$ cat src/rtl/sio_pin_pkg.sv
package sio_pin_pkg;
  localparam int PINS_PER_CH = 3;
  localparam int TX_OFS = 0;
  localparam int RX_OFS = 1;
  localparam int CK_OFS = 2;

  typedef enum logic [1:0] {
    RD_PORT = 2'd0,
    RD_DIR  = 2'd1,
    RD_FUNC = 2'd2,
    RD_ALT  = 2'd3
  } rd_sel_e;

  function automatic bit pin_has_func(input int idx);
    return (idx % PINS_PER_CH) != RX_OFS;
  endfunction
endpackage

$ cat src/rtl/sio_port_regs.sv
module sio_port_regs
  import sio_pin_pkg::*;
#(
  parameter int NPIN = 6
) (
  input  logic            clk,
  input  logic            rst_n,
  input  logic [NPIN-1:0] wr_data,
  input  logic            wr_latch,
  input  logic            wr_dir,
  input  logic            wr_func,
  input  logic            wr_alt,
  output logic [NPIN-1:0] latch_q,
  output logic [NPIN-1:0] dir_q,
  output logic [NPIN-1:0] func_q,
  output logic            alt_q
);
  always_ff @(posedge clk or negedge rst_n) begin
    if (!rst_n) begin
      latch_q <= '1;
      dir_q   <= '0;
      alt_q   <= 1'b0;
    end else begin
      if (wr_latch) latch_q <= wr_data;
      if (wr_dir)   dir_q   <= wr_data;
      if (wr_alt)   alt_q   <= wr_data[0];
    end
  end

  // function bits exist only on pins that can be driven by a channel
  for (genvar i = 0; i < NPIN; i++) begin : g_func
    if (pin_has_func(i)) begin : g_impl
      always_ff @(posedge clk or negedge rst_n) begin
        if (!rst_n)       func_q[i] <= 1'b0;
        else if (wr_func) func_q[i] <= wr_data[i];
      end
    end else begin : g_none
      assign func_q[i] = 1'b0;
    end
  end

  // a strobed write lands at the next edge
  a_r2_latch_load: assert property (@(posedge clk) disable iff (!rst_n)
    wr_latch |=> latch_q == $past(wr_data));
  // latch holds without a strobe
  a_r2_latch_hold: assert property (@(posedge clk) disable iff (!rst_n)
    !wr_latch |=> $stable(latch_q));
  // direction holds without a strobe
  a_r3_dir_hold: assert property (@(posedge clk) disable iff (!rst_n)
    !wr_dir |=> $stable(dir_q));
  // function register holds without a strobe
  a_r8_func_hold: assert property (@(posedge clk) disable iff (!rst_n)
    !wr_func |=> $stable(func_q));
endmodule

$ cat src/rtl/sio_pin_slice.sv
module sio_pin_slice #(
  parameter bit HAS_FUNC = 1'b1
) (
  input  logic latch,
  input  logic dir,
  input  logic func,
  input  logic pin_in,
  input  logic ser_drive,
  output logic pin_out,
  output logic pin_oe,
  output logic rd_bit,
  output logic to_ser
);
  if (HAS_FUNC) begin : g_mux
    assign pin_out = func ? ser_drive : latch;
  end else begin : g_plain
    logic unused_in;
    assign unused_in = func ^ ser_drive;
    assign pin_out = latch;
  end

  assign pin_oe = dir;
  assign rd_bit = dir ? latch : pin_in;
  // latch 0 inverts the level handed to the channel
  assign to_ser = pin_in ^ ~latch;
endmodule

$ cat src/rtl/sio_rx_route.sv
module sio_rx_route (
  input  logic clk,
  input  logic rst_n,
  input  logic pin_raw,
  input  logic alt_raw,
  input  logic alt_sel,
  input  logic polar,
  output logic rxd
);
  logic src;
  assign src = alt_sel ? alt_raw : pin_raw;
  assign rxd = src ^ ~polar;

  // with the alternate source chosen, the pin must not reach the channel
  a_r7_alt_isolates_pin: assert property (@(posedge clk) disable iff (!rst_n)
    (alt_sel && $past(alt_sel) && $stable(alt_raw) && $stable(polar)) |-> $stable(rxd));
  // with the pin chosen, the alternate input must not reach the channel
  a_r5_pin_isolates_alt: assert property (@(posedge clk) disable iff (!rst_n)
    (!alt_sel && !$past(alt_sel) && $stable(pin_raw) && $stable(polar)) |-> $stable(rxd));
endmodule

$ cat src/rtl/sio_pin_mux.sv
module sio_pin_mux
  import sio_pin_pkg::*;
#(
  parameter int NCH  = 2,
  parameter int NPIN = NCH * PINS_PER_CH
) (
  input  logic            clk,
  input  logic            rst_n,
  input  logic [NPIN-1:0] wr_data,
  input  logic            wr_latch,
  input  logic            wr_dir,
  input  logic            wr_func,
  input  logic            wr_alt,
  input  logic [1:0]      rd_sel,
  output logic [NPIN-1:0] rd_data,
  input  logic [NPIN-1:0] pad_in,
  output logic [NPIN-1:0] pad_out,
  output logic [NPIN-1:0] pad_oe,
  input  logic            alt_rxd,
  input  logic [NCH-1:0]  ser_txd,
  input  logic [NCH-1:0]  ser_sclk_out,
  output logic [NCH-1:0]  ser_rxd,
  output logic [NCH-1:0]  ser_cts,
  output logic [NCH-1:0]  ser_sclk_in
);
  logic [NPIN-1:0] latch_q, dir_q, func_q, port_rd, pol_in, ser_drv;
  logic            alt_q;

  sio_port_regs #(.NPIN(NPIN)) u_regs (
    .clk(clk), .rst_n(rst_n), .wr_data(wr_data),
    .wr_latch(wr_latch), .wr_dir(wr_dir), .wr_func(wr_func), .wr_alt(wr_alt),
    .latch_q(latch_q), .dir_q(dir_q), .func_q(func_q), .alt_q(alt_q)
  );

  for (genvar c = 0; c < NCH; c++) begin : g_ch
    localparam int B = c * PINS_PER_CH;
    assign ser_drv[B+TX_OFS] = ser_txd[c];
    assign ser_drv[B+RX_OFS] = 1'b0;
    assign ser_drv[B+CK_OFS] = ser_sclk_out[c];

    assign ser_cts[c]     = pol_in[B+CK_OFS];
    assign ser_sclk_in[c] = pol_in[B+CK_OFS];

    if (c == 0) begin : g_route
      sio_rx_route u_rx0 (
        .clk(clk), .rst_n(rst_n),
        .pin_raw(pad_in[B+RX_OFS]), .alt_raw(alt_rxd), .alt_sel(alt_q),
        .polar(latch_q[B+RX_OFS]), .rxd(ser_rxd[c])
      );
    end else begin : g_direct
      assign ser_rxd[c] = pol_in[B+RX_OFS];
    end
  end

  for (genvar i = 0; i < NPIN; i++) begin : g_pin
    sio_pin_slice #(.HAS_FUNC(pin_has_func(i))) u_slice (
      .latch(latch_q[i]), .dir(dir_q[i]), .func(func_q[i]),
      .pin_in(pad_in[i]), .ser_drive(ser_drv[i]),
      .pin_out(pad_out[i]), .pin_oe(pad_oe[i]),
      .rd_bit(port_rd[i]), .to_ser(pol_in[i])
    );
  end

  always_comb begin
    unique case (rd_sel_e'(rd_sel))
      RD_PORT: rd_data = port_rd;
      RD_DIR:  rd_data = dir_q;
      RD_FUNC: rd_data = func_q;
      RD_ALT:  rd_data = {{(NPIN-1){1'b0}}, alt_q};
      default: rd_data = '0;
    endcase
  end

  // the clock pin feeds both channel inputs identically
  a_r6_cts_sclk_match: assert property (@(posedge clk) disable iff (!rst_n)
    ser_cts == ser_sclk_in);
  // polarity of channel 1 receive follows a latch write only after its edge
  a_r11_polarity_after_edge: assert property (@(posedge clk) disable iff (!rst_n)
    (NCH > 1 && $stable(pad_in) && $stable(latch_q)) |-> $stable(ser_rxd[NCH-1]));
endmodule

$ cat config.mk
export PLATFORM = sky130hd
export DESIGN_NAME = sio_pin_mux
export DESIGN_NICKNAME = d
export VERILOG_FILES = /design/src/rtl/sio_pin_pkg.sv /design/src/rtl/sio_port_regs.sv /design/src/rtl/sio_pin_slice.sv /design/src/rtl/sio_rx_route.sv /design/src/rtl/sio_pin_mux.sv
export SDC_FILE = /design/constraint.sdc
export NUM_CORES = 1
export LEC_CHECK = 0
export BUFFER_PORTS_ARGS = -buffer_cell sky130_fd_sc_hd__buf_2
export CAP_MARGIN = 10
export CORE_MARGIN = 1
export CORE_UTILIZATION = 45
export CTS_CLUSTER_SIZE = 12
export DETAILED_ROUTE_END_ITERATION = 10
export PLACE_DENSITY = 0.82
export SYNTH_ARGS = -nofsm -noshare
export SYNTH_HDL_FRONTEND = slang
export SYNTH_SLANG_ARGS = --single-unit
$ cat constraint.sdc
create_clock -name clk -period 1.4 [get_ports clk]
set_input_delay 0.28 -clock clk [delete_from_list [all_inputs] [get_ports clk]]
set_output_delay 0.28 -clock clk [all_outputs]
set_load 0.01 [all_outputs]
# After elaboration in Yosys (flattened, before gate mapping)
# Cells that the tools add are included.
[totals] regBits=17 input_bits=25 out_inout_bits=24
[classes] n_eq_ne=3 mux=12 bitwise=8 n_reduce_logical=1
[op_table] op="6-bit case mux with 4 select lines" n=1
[op_table] op="1-bit 2-to-1 mux" n=11
[op_table] op="2-bit == test (second input constant)" n=2
[op_table] op="1-bit inverter" n=4
[op_table] op="1-bit XOR" n=4
[op_table] op="2-bit by 1-bit == test with 1-bit output (second input constant)" n=1
[op_table] op="2-bit logical NOT" n=1

# Longest topological paths before layout
[logic_depth] word_depth=2 depth_mapped=4 depth_no_buf=3

# Modules after synthesis
# From an unflattened synthesis, not the netlist that was laid out.
[unflattened] cells_unflattened=84 hier_area_um2=1151.1
[by_module_without_submodules] mod="sio_port_regs" n_inst=1 cells_each=39 area_per_inst_um2=710.7 seq_area_each_um2=432.9
[by_module_without_submodules] mod="sio_pin_mux" n_inst=1 cells_each=19 area_per_inst_um2=173.9 seq_area_each_um2=0.0
[by_module_without_submodules] mod="sio_pin_slice at g_pin[0].u_slice ..." n_inst=4 cells_each=4 area_per_inst_um2=42.5 seq_area_each_um2=0.0
[by_module_without_submodules] mod="sio_pin_slice at g_pin[1].u_slice ..." n_inst=2 cells_each=4 area_per_inst_um2=38.8 seq_area_each_um2=0.0
[by_module_without_submodules] mod="sio_rx_route" n_inst=1 cells_each=2 area_per_inst_um2=18.8 seq_area_each_um2=0.0

# Least setup slack after synthesis
# OpenSTA, ideal clock, no wires.
[synth_timing] path_kind="reg-to-output" start="reg u_regs.dir_q[0]" end="out rd_data[0]" arrival_time_ns=0.909 slack_ns=0.211 stages_incl_launch_ff=3 cell_sequence="dfrtp_1 o31a_2 o21ai_1"
[synth_via] elab_chain_cells=2
[synth_rtl] item="start: declaration" line_no="sio_port_regs.sv:14" text="output logic [NPIN-1:0] dir_q,"
[synth_rtl] item="start signal: assignment" line_no="sio_port_regs.sv:25" text="if (wr_dir) dir_q <= wr_data;"
[synth_rtl] item="1-bit 2-to-1 mux" line_no="sio_pin_slice.sv:23" text="assign rd_bit = dir ? latch : pin_in;"
[synth_rtl] item="6-bit case mux with 4 select lines (*)" line_no="sio_pin_mux.sv:65" text="unique case (rd_sel_e'(rd_sel))"
[synth_rtl] item="end: declaration" line_no="sio_pin_mux.sv:15" text="output logic [NPIN-1:0] rd_data,"
# Mark *: on every way between the ends. The rest lies on a longest branch, timed or not.

# Final worst setup path
[layout_timing] start="reg u_regs.latch_q[0]" end="out rd_data[0]"
[layout_via] elab_chain_cells=2
[layout_rtl] item="start: declaration" line_no="sio_port_regs.sv:13" text="output logic [NPIN-1:0] latch_q,"
[layout_rtl] item="start signal: assignment" line_no="sio_port_regs.sv:24" text="if (wr_latch) latch_q <= wr_data;"
[layout_rtl] item="1-bit 2-to-1 mux" line_no="sio_pin_slice.sv:23"
[layout_rtl] item="6-bit case mux with 4 select lines" line_no="sio_pin_mux.sv:65"
# Every way passes these cells.

==> summary.txt <==
Pwr
  • Gate power share: 0.344
  • Switching part of the total: 0.292
  • Share of total power in sequential cells: 0.456
  • Power Dens Cells: ~960 nW/um^2
  • Int Pwr: a little over 0.9 mW
  • Cell leakage power: roughly 0.67 nW
  • Psw: 0.383 mW
  • Clk pwr share: 0.200
  • VDD IR max: 0.642 mV
  • Design Power: around 1.3 mW

Routing
  • WL/cell: 13.4 um
  • Metal-1 WL: between 900 and 1000 um
  • Met3 WL: ~150 um
  • Via count: about 800
  • DR iter-0 viols: 5
  • Total Wirelength: 2200 um
  • TritonRoute pass-1 iters: 4
  • Top Layer Used: met4
  • Routed wl met2: 1100 um
  • Vias per cell: between 4 and 5
  • DR DRC count: 0
  • Final ANT Viol Nets: 0

Global route
  • Largest net degree at the start of global routing: 18
  • Initial antenna violation count: 0
  • First-pass GRT wire length: about 3300 um
  • All-Layer GR Usage: 0.182
  • Total gr overflow: 0
  • Vias in the first global route: between 700 and 800

Critical path
  • Reg-to-reg startpoint: u_regs.latch_q[4]
  • Worst path required time: roughly 1100 ps
  • CP Data Arrival Time: about 1300 ps
  • R2R depth: 3
  • CP Launch Type: flip-flop
  • Worst path cell trace: o21ai_1 > o31a_2 > o21ai_2 > buf_2
  • Crit Path Max Fanout: 2
  • Crit end category: primary output
  • CP max stage delay: about 550 ps
  • R2r setup slk: approximately 470 ps
  • Critical register-to-register path endpoint: u_regs.latch_q[4]
  • Slowest cell on crit path: dfstp_2
  • Setup CP Type: flip-flop to primary output

STA
  • Slew headroom: 0.744
  • Setup ws final: -145 ps
  • Period utilization: 1.10
  • Worst hold margin: roughly 230 ps
  • Worst slew pin tran: about 380 ps
  • Minimum clock period: approximately 1500 ps
  • Setup tns final: -1330 ps
  • Max Clock Skew: 0 ps
  • Final setup viols: 16
  • Max-slew violation count: 0
  • RSZ-0062 raised after global routing: true
  • Fmax achieved: about 650 MHz
  • Final hold vios: 0

Synthesis
  • EDFF count, synth: 0
  • Async SR Flop Fraction: 1.00
  • Per-instance average area after synthesis: around 11 um^2
  • Mapped Area: roughly 1000 um^2
  • Commonest cells in the netlist: mux2_2 (22), buf_4 (18), dfrtp_1 (11), dfstp_2 (6), nand2_1 (6)
  • Synth Net Count: 119
  • Number of synthesized register bits: 17
  • Syn Inst Count: between 90 and 100
  • Top-count cell post-synth: mux2_2
  • Synth Flop Type: dfrtp_1
  • Syn. warnings: 0
  • Cell variety after synth: 18
  • Top cell type by total area after synthesis: dfrtp_1
  • Post-synth top area share: 0.268
  • Main area contributors after synthesis: dfrtp_1 (27%), mux2_2 (24%), dfstp_2 (15%)
  • Sequential share of the synthesized area: 0.421

Final layout
  • Final net count: 163
  • Layout cell share with drive strength beyond 1: 0.701
  • N_diodes: 0
  • Final Instance Area: approximately 1400 um^2
  • Area growth syn-to-layout: 33.1%
  • Fin cells: around 160
  • Fin util: 0.664
  • Filler Cell Count: around 180

Clock network
  • Clock sink count: 17
  • CTS H-tree lvls: 1
  • Deepest clock path buffer count: 2
  • CTS tree: built
  • CTS Buf Count: 3
  • Root buffer selected by CTS: clkbuf_4
  • Clk pin slew, worst setup/hold paths: around 100 ps
  • Worst skew pair latency: a little under 300 ps

Run status
  • Status: finished with violations
  • Violated checks: setup timing

Min path
  • Hold_sp: wr_data[1]
  • WHS Path Cells: 2
  • HP Class: input pin to flip-flop
  • WHS Endpoint: u_regs.dir_q[1]

Placed design
  • Detail Placement HPWL: between 1500 and 2000 um
  • Pre-CTS setup slack: 47.3 ps
  • Area after DPL: 1170 um^2
  • Inst Count DP: between 100 and 150
  • I/O Buffers: 48
  • GP Congestion: roughly 0.67

Floorplan
  • I/O Pins: 49
  • Die area: about 2500 um^2
  • # rows: 16
  • Vert. Die Dim: between 40 and 50 um
  • Starting Density: 0.499
  • Width of the die: ~50 um
  • Core ar.: 2060 um^2

Job
  • Max_cap viols: 0
## worst max-delay path, delay by kind of cell (launching register included)
family                 cells  cell delay [ps]
AOI/OAI and AO/OA          3              300
buffers and inverters      1              130
DFF                        1              550
## kinds of logic (layout without fill, tap and decap cells)
group,after synthesis,after routing,share of synthesized area
compound gates,16,16,0.0900
flops,17,17,0.421
buf+inv,22,65,0.156
xor+xnor,4,4,0.0341
mux,23,23,0.251
simple gates,12,12,0.0487
## placed cells by master, fill, tap and decap left out, drive strengths merged
cell / synthesis / final
a21oi: 5 / 5
and2b: 1 / 1
buf: 21 / 59
clkbuf: 0 / 4
dfrtp: 11 / 11
dfstp: 6 / 6
dlygate4sd3: 0 / 1
inv: 1 / 1
mux2: 22 / 22
mux2i: 1 / 1
nand2: 6 / 6
nor2: 5 / 5
o21a: 3 / 3
o21ai: 7 / 7
o31a: 1 / 1
xnor2: 3 / 3
xor2: 1 / 1
## power groups by stage
stage | Clock (mW) | Sequential, mW | Combinational (mW)
2_1_floorplan | 0 | 0.597 | 0.285
3_3_place_gp | 0 | 0.607 | 0.334
3_5_place_dp | 0 | 0.612 | 0.343
4_1_cts | 0.269 | 0.598 | 0.421
5_1_grt | 0.288 | 0.605 | 0.488
6_report | 0.263 | 0.599 | 0.452
## layout make-up
type,instances,area [um^2],share of cell area
multi-input combinational,55,473,0.346
sequential,17,433,0.316
timing repair buffer,60,399,0.292
tap,27,33.8,0.0247
clock buffer,4,26.3,0.0192
inverter,1,3.75,0.00274
## repair_timing
| action | CTS | global route |
|---|---|---|
| resized for setup | 13 | 8 |
| buffers inserted | 7 | 3 |
| cloned | 0 | 0 |
| endpoints found under the setup margin | 16 | 16 |
| pin swaps | 10 | 5 |
| hold endpoints to repair | 11 | 0 |
| hold buffers | 1 | 0 |
## worst max path at each step
stage,startpoint,end,slack (ps)
floorplan,u_regs.dir_q[0],rd_data[0],210
global placement,rd_sel[0],rd_data[0],70
detailed placement,rd_sel[0],rd_data[1],50
CTS,u_regs.latch_q[0],rd_data[0],-160
global route,u_regs.dir_q[0],rd_data[0],-220
finish,u_regs.latch_q[0],rd_data[0],-150
## state kept, by name, indices dropped and copies added, names as in the netlist
register / cells
u_regs.dir_q: 6
u_regs.alt_q: 1
u_regs.func_q: 4
u_regs.latch_q: 6
## per-layer routing
layer | vias to the layer above | GRT usage
li1 | 390 | -
met1 | 373 | 0.228
met2 | 39 | 0.322
met3 | 2 | 0.0216
met4 | 0 | 0.0571
met5 | - | 0
No activity file was read; power rests on OpenSTA's default activity.
